### src/rtl/fh_pkg.sv
package fh_pkg;

    localparam int FH_NCH    = 64;
    localparam int FH_ADDR_W = $clog2(FH_NCH);
    localparam int FH_HOLD   = 2;

    typedef logic [FH_ADDR_W-1:0] ch_idx_t;

    typedef struct packed {
        logic    valid;
        ch_idx_t idx;
    } hit_req_t;

    typedef enum logic {
        ST_ARMED = 1'b0,
        ST_HOLD  = 1'b1
    } hold_state_t;

    typedef enum logic {
        SRC_THRESH = 1'b0,
        SRC_PEAK   = 1'b1
    } trig_src_t;

endpackage

### src/rtl/fh_strobe_sel.sv
module fh_strobe_sel
    import fh_pkg::*;
#(
    parameter int N_CH = FH_NCH
) (
    input  logic            peak_mode,
    input  logic [N_CH-1:0] thr_stb,
    input  logic [N_CH-1:0] pk_stb,
    output logic [N_CH-1:0] sel_stb
);

    trig_src_t src;
    assign src = trig_src_t'(peak_mode);

    for (genvar g = 0; g < N_CH; g++) begin : g_ch
        assign sel_stb[g] = (src == SRC_PEAK) ? pk_stb[g] : thr_stb[g];
    end

endmodule

### src/rtl/fh_prio_enc.sv
module fh_prio_enc
    import fh_pkg::*;
#(
    parameter int N_CH = FH_NCH
) (
    input  logic [N_CH-1:0] req,
    output hit_req_t        hit
);

    always_comb begin
        hit.valid = |req;
        hit.idx   = '0;
        for (int i = N_CH - 1; i >= 0; i--) begin
            if (req[i]) begin
                hit.idx = ch_idx_t'(i);
            end
        end
    end

endmodule

### src/rtl/fh_hold_ctrl.sv
module fh_hold_ctrl
    import fh_pkg::*;
#(
    parameter int HOLD_CYC = FH_HOLD
) (
    input  logic     clk,
    input  logic     rst,
    input  logic     arm_en,
    input  hit_req_t hit,
    output logic     flag,
    output ch_idx_t  addr
);

    localparam int CNT_W = (HOLD_CYC > 1) ? $clog2(HOLD_CYC) : 1;
    localparam logic [CNT_W-1:0] CNT_LAST = CNT_W'(HOLD_CYC - 1);

    hold_state_t      state;
    logic [CNT_W-1:0] cnt;

    always_ff @(posedge clk) begin
        if (rst || !arm_en) begin
            state <= ST_ARMED;
            cnt   <= '0;
            flag  <= 1'b0;
            addr  <= '0;
        end else begin
            case (state)
                ST_ARMED: begin
                    if (hit.valid) begin
                        state <= ST_HOLD;
                        cnt   <= '0;
                        flag  <= 1'b1;
                        addr  <= hit.idx;
                    end
                end
                ST_HOLD: begin
                    if (cnt == CNT_LAST) begin
                        state <= ST_ARMED;
                        cnt   <= '0;
                        flag  <= 1'b0;
                        addr  <= '0;
                    end else begin
                        cnt <= cnt + 1'b1;
                    end
                end
                default: begin
                    state <= ST_ARMED;
                    cnt   <= '0;
                    flag  <= 1'b0;
                    addr  <= '0;
                end
            endcase
        end
    end


    capture_when_armed_chk: assert property (@(posedge clk) disable iff (rst)
        (!flag && arm_en && hit.valid) |=> flag);


    addr_held_chk: assert property (@(posedge clk) disable iff (rst)
        (flag && $past(flag)) |-> $stable(addr));


    addr_idle_zero_chk: assert property (@(posedge clk) disable iff (rst)
        !flag |-> (addr == '0));

endmodule

### src/rtl/first_hit_addr_enc.sv
module first_hit_addr_enc
    import fh_pkg::*;
#(
    parameter int N_CH     = FH_NCH,
    parameter int HOLD_CYC = FH_HOLD
) (
    input  logic                    clk,
    input  logic                    rst,
    input  logic                    arm_en,
    input  logic                    peak_mode,
    input  logic [N_CH-1:0]         thr_stb,
    input  logic [N_CH-1:0]         pk_stb,
    output logic                    hit_flag,
    output logic [FH_ADDR_W-1:0]    hit_addr
);

    localparam int RUN_W = $clog2(HOLD_CYC + 2);

    logic [N_CH-1:0] sel_stb;
    hit_req_t        hit;

    fh_strobe_sel #(.N_CH(N_CH)) u_sel (
        .peak_mode (peak_mode),
        .thr_stb   (thr_stb),
        .pk_stb    (pk_stb),
        .sel_stb   (sel_stb)
    );

    fh_prio_enc #(.N_CH(N_CH)) u_enc (
        .req (sel_stb),
        .hit (hit)
    );

    fh_hold_ctrl #(.HOLD_CYC(HOLD_CYC)) u_hold (
        .clk    (clk),
        .rst    (rst),
        .arm_en (arm_en),
        .hit    (hit),
        .flag   (hit_flag),
        .addr   (hit_addr)
    );

    logic [RUN_W-1:0] flag_run;
    always_ff @(posedge clk) begin
        if (rst || !hit_flag) flag_run <= '0;
        else if (flag_run != RUN_W'(HOLD_CYC + 1)) flag_run <= flag_run + 1'b1;
    end


    flag_run_len_chk: assert property (@(posedge clk) disable iff (rst)
        hit_flag |-> (flag_run < RUN_W'(HOLD_CYC)));


    disarm_clears_chk: assert property (@(posedge clk) disable iff (rst)
        !arm_en |=> (!hit_flag && hit_addr == '0));


    reset_clears_chk: assert property (@(posedge clk)
        rst |=> !hit_flag);

endmodule

### config.mk
export PLATFORM = sky130hd
export DESIGN_NAME = first_hit_addr_enc
export DESIGN_NICKNAME = d
export VERILOG_FILES = /design/src/rtl/fh_pkg.sv /design/src/rtl/fh_strobe_sel.sv /design/src/rtl/fh_prio_enc.sv /design/src/rtl/fh_hold_ctrl.sv /design/src/rtl/first_hit_addr_enc.sv
export SDC_FILE = /design/constraint.sdc
export NUM_CORES = 1
export LEC_CHECK = 0
export BUFFER_PORTS_ARGS = -buffer_cell sky130_fd_sc_hd__buf_2
export CORE_MARGIN = 1.5
export CORE_UTILIZATION = 30
export DETAILED_ROUTE_END_ITERATION = 10
export PLACE_DENSITY = 0.65
export SLEW_MARGIN = 20
export SYNTH_ARGS = -nofsm -noshare
export SYNTH_HDL_FRONTEND = slang
export SYNTH_HIERARCHICAL = 1
export SYNTH_SLANG_ARGS = --single-unit
### constraint.sdc
create_clock -name clk -period 4.1 [get_ports clk]
set_clock_uncertainty 0.15 [all_clocks]
set_input_delay 0.82 -clock clk [delete_from_list [all_inputs] [get_ports clk]]
set_output_delay 0.82 -clock clk [all_outputs]
set_load 0.1 [all_outputs]
==> out/results.md <==
| Item | Reported |
| --- | --- |
| Sw Pwr | 0.165 mW |
| Leak Pwr | 1.47 nW |
| Crit start category | primary input |
| Net count after synthesis | 376 |
| Worst Hold Class | reg2reg |
| Maximum number of pins on one net before global-route repair | 40 |
| Register bit count reported by yosys | 9 |
| Area contributors post-synth | mux2_4 39%, dfxtp_1 7.8%, buf_12 5.2% |
| Std-Cell Rows | 31 |
| Depth of the worst hold-timing path | 1 |
| Worst R2R Start | u_hold/state$_SDFF_PP0_ |
| Count of mapped cells out of synthesis | 244 |
| GR Util All Layers | 0.149 |
| Register-to-register setup slack | 2.95 ns |
| Unique masters post-synth | 51 |
| Crit Path Class | in2reg |
| Sequential group share of total power | 0.193 |
| Final weighted congestion in routability-driven placement | 0.847 |
| Detail Route Antenna Nets | 0 |
| Core ar. | 7330 um2 |
| Die footprint | 8200 um2 |
| Die span in x | 90.5 um |
| Slew margin rel. | 0.621 |
| Power Internal | 0.311 mW |
| Outcome | completed |
| Number of buffers created by CTS | 3 |
| Register area share after synthesis | 0.0784 |
| Count of unresolved DRC violations after routing | 0 |
| Clk buf depth | 2 |
| Cell-by-cell trace of the critical path | buf_4 -> buf_12 -> mux2_4 -> or4_4 -> nor2b_2 -> nand3_1 -> nand3b_1 -> nor2b_2 -> nor3b_4 -> a22o_1 |
| GRT Residual Overflow | 0 |
| Cell area after synthesis | 2300 um2 |
| Clock group share of total power | 0.212 |
| Post-layout power | 0.477 mW |
| Commonest non-fill, non-tap cells in the layout | 137 x buf_2, 60 x mux2_4, 21 x nor2_1, 16 x nor4_1, 13 x a21oi_1 |
| Starting density of the core | 0.314 |
| Post-layout net count | 514 |
| Combinational share of power | 0.596 |
| Arrival time of data at the critical path endpoint | 3.47 ns |
| Dominant synthesized flop cell | dfxtp_1 |
| Number of buffer and inverter instances along the worst setup path | 2 |
| Drt first pass iters | 4 |
| Cell taking the most area after synthesis | mux2_4 |
| Max-slew violation count | 0 |
| Sum of routed wire length over all layers | 6310 um |
| Share of the cycle needed by the critical path after routing | 0.840 |
| Worst Hold Path EP | u_hold/addr[0]$_SDFFE_PP0P_ |
| Upper clock frequency limit | 290 MHz |
| Violation count after the first detailed-route iteration | 87 |
| TritonCTS clock tree | built |
| Average detailed-routed wire length per instance | 13.2 um |
| Worst-path clk slew | 0.04 ns |
| Vias in the first global route | 2282 |
| Estimated wirelength of the detail-placed design | 5440 um |
| Clock Root Buffer | clkbuf_8 |
| Area growth, synth to finish | 33.0% |
| Number of sinks driven by the clock tree | 9 |
| Startpoint of the most critical hold path | u_hold/addr[0]$_SDFFE_PP0P_ |
| Count of endpoints failing setup in the final report | 0 |
| Number of primary I/O pins | 139 |
| Number of antenna violations at the first check in global routing | 0 |
| Number of port buffers | 138 |
| Worst voltage drop across the vdd grid | 0.0847 mV |
| Count of vias placed by the detailed router | 2390 |
| Number of levels the H-tree was split into | 1 |
| Worst-skew pair later-pin latency | 0.23 ns |
| Crit-path leading delay family | simple AND/OR/NAND/NOR gates |
| Largest fanout on the critical path | 39 |
| Mean Syn Cell Area | 9.42 um2 |
| Number of hold buffers added after CTS | 0 |
| Fraction of layout instances using a drive strength above 1 | 0.577 |
| Final hold violation count | 0 |
| Diodes inserted | 0 |
| Most common cell after layout, fill and taps aside | buf_2 |
| Number of flops mapped to enable cells by yosys | 0 |
| Share of flip-flops with an asynchronous set or reset after synthesis | 0 |
| Post-CTS Setup Inserts | 0 |
| Vertical extent of the die | 90.5 um |
| Share of the synthesized area in the top cell type | 0.392 |
| Slew at the pin closest to its max-slew limit | 0.564 ns |
| Largest stage delay on the critical path | 0.57 ns |
| Total number of yosys warnings | 6 |
| Depth of the most critical reg-to-reg path | 3 |
| Most frequent cell on the critical path | nor2b_2 |
| Total Negative Setup Slacks | 0 ns |
| Min Tclk post-route | 3.45 ns |
| Critical Path Sink Type | register |
| Pwr Density | 156 nW/um2 |
| Critical path required time | 4.12 ns |
| Post-CTS sizing | 0 |
| Wire length of the first global-routing pass | 10100 um |
| Destination of the worst register-to-register timing path | u_hold/addr[5]$_SDFFE_PP0P_ |
| Vias per std cell | 4.98 |
| Slowest stage cell, crit path | or4_4 |
| Switching power as a share of total power | 0.347 |
| Number of violations of the max-capacitance limit | 0 |
| RSZ-0062 raised after global routing | false |
## cells in the mapped netlist (2+ instances only)
library cell	n
o21bai_1	3
o21a_1	3
a211oi_1	2
o311ai_1	2
a21boi_1	2
or3_1	3
nor4_1	16
nor2b_2	2
nor4_4	2
nand3_1	6
or4_1	3
buf_12	6
a22o_1	6
mux2_2	4
nor2_1	21
a21oi_1	13
a31oi_1	2
nand2_1	11
or4_4	2
inv_1	10
mux2_4	60
o31ai_1	3
nand2b_1	4
o211ai_1	4
nor2b_1	4
dfxtp_1	9
o21ai_0	6
nor3_1	12
## layout make-up
type	instances	area (um2)
multi-input combinational	218	1950
inverter	10	37.5
sequential	9	180
fill	760	4270
tap	99	124
timing repair buffer	140	721
clock buffer	4	45.0
## per-stage QoR
| stage | util | instance area [um2] | instances | hold WS (ns) | setup slack [ns] |
|---|---|---|---|---|---|
| floorplan | - | 2300 | 244 | 0.292 | 0.692 |
| global placement | 0.411 | 3010 | 476 | 0.311 | 0.496 |
| detailed placement | 0.411 | 3010 | 476 | 0.305 | 0.445 |
| CTS | 0.417 | 3060 | 480 | 0.319 | 0.674 |
| global route | 0.417 | 3060 | 480 | 0.336 | 0.468 |
| finish | 0.417 | 3060 | 480 | 0.313 | 0.655 |
## worst reg2reg max path: stages, from the launching register on
cell and delay (ns):
dfxtp_1 0.38, nor2b_2 0.08, nor3b_4 0.31, a22o_1 0.17
## kinds of logic after synthesis
group / count (synthesis) / share of synthesized area
compound gates: 56 / 0.170
simple gates: 98 / 0.267
mux: 64 / 0.412
flops: 9 / 0.0784
buf+inv: 17 / 0.0735
## worst max-delay path by stage
stage / start / end / slack (ns) / depth (start not counted)
3_3_place_gp: peak_mode / u_hold/addr[0]$_SDFFE_PP0P_ / 0.50 / 11
6_report: peak_mode / u_hold/addr[5]$_SDFFE_PP0P_ / 0.65 / 10
2_1_floorplan: peak_mode / u_hold/addr[0]$_SDFFE_PP0P_ / 0.69 / 11
5_1_grt: peak_mode / u_hold/addr[0]$_SDFFE_PP0P_ / 0.47 / 11
3_5_place_dp: peak_mode / u_hold/addr[5]$_SDFFE_PP0P_ / 0.44 / 11
4_1_cts: peak_mode / u_hold/addr[5]$_SDFFE_PP0P_ / 0.67 / 11
## flip-flops by register name, summed over array words and instances (netlist names)
| name | count |
|---|---|
| u_hold/addr | 6 |
| u_hold/cnt | 1 |
| u_hold/flag | 1 |
| u_hold/state | 1 |
## routing by layer
metal	routed length, um	GRT usage	up-vias
met5	0	0	-
met4	21	0.0238	0
met3	404	0.0227	2
met2	3040	0.263	95
met1	2840	0.192	1062
li1	-	-	1231
## power by group through the flow
stage	Sequential (mW)	Combinational (mW)	Clock, mW
2_1_floorplan	0.104	0.191	0
3_3_place_gp	0.0935	0.281	0
3_5_place_dp	0.0935	0.283	0
4_1_cts	0.0919	0.285	0.105
5_1_grt	0.0921	0.308	0.110
6_report	0.0919	0.284	0.101
(Power assumes the default switching activity.)
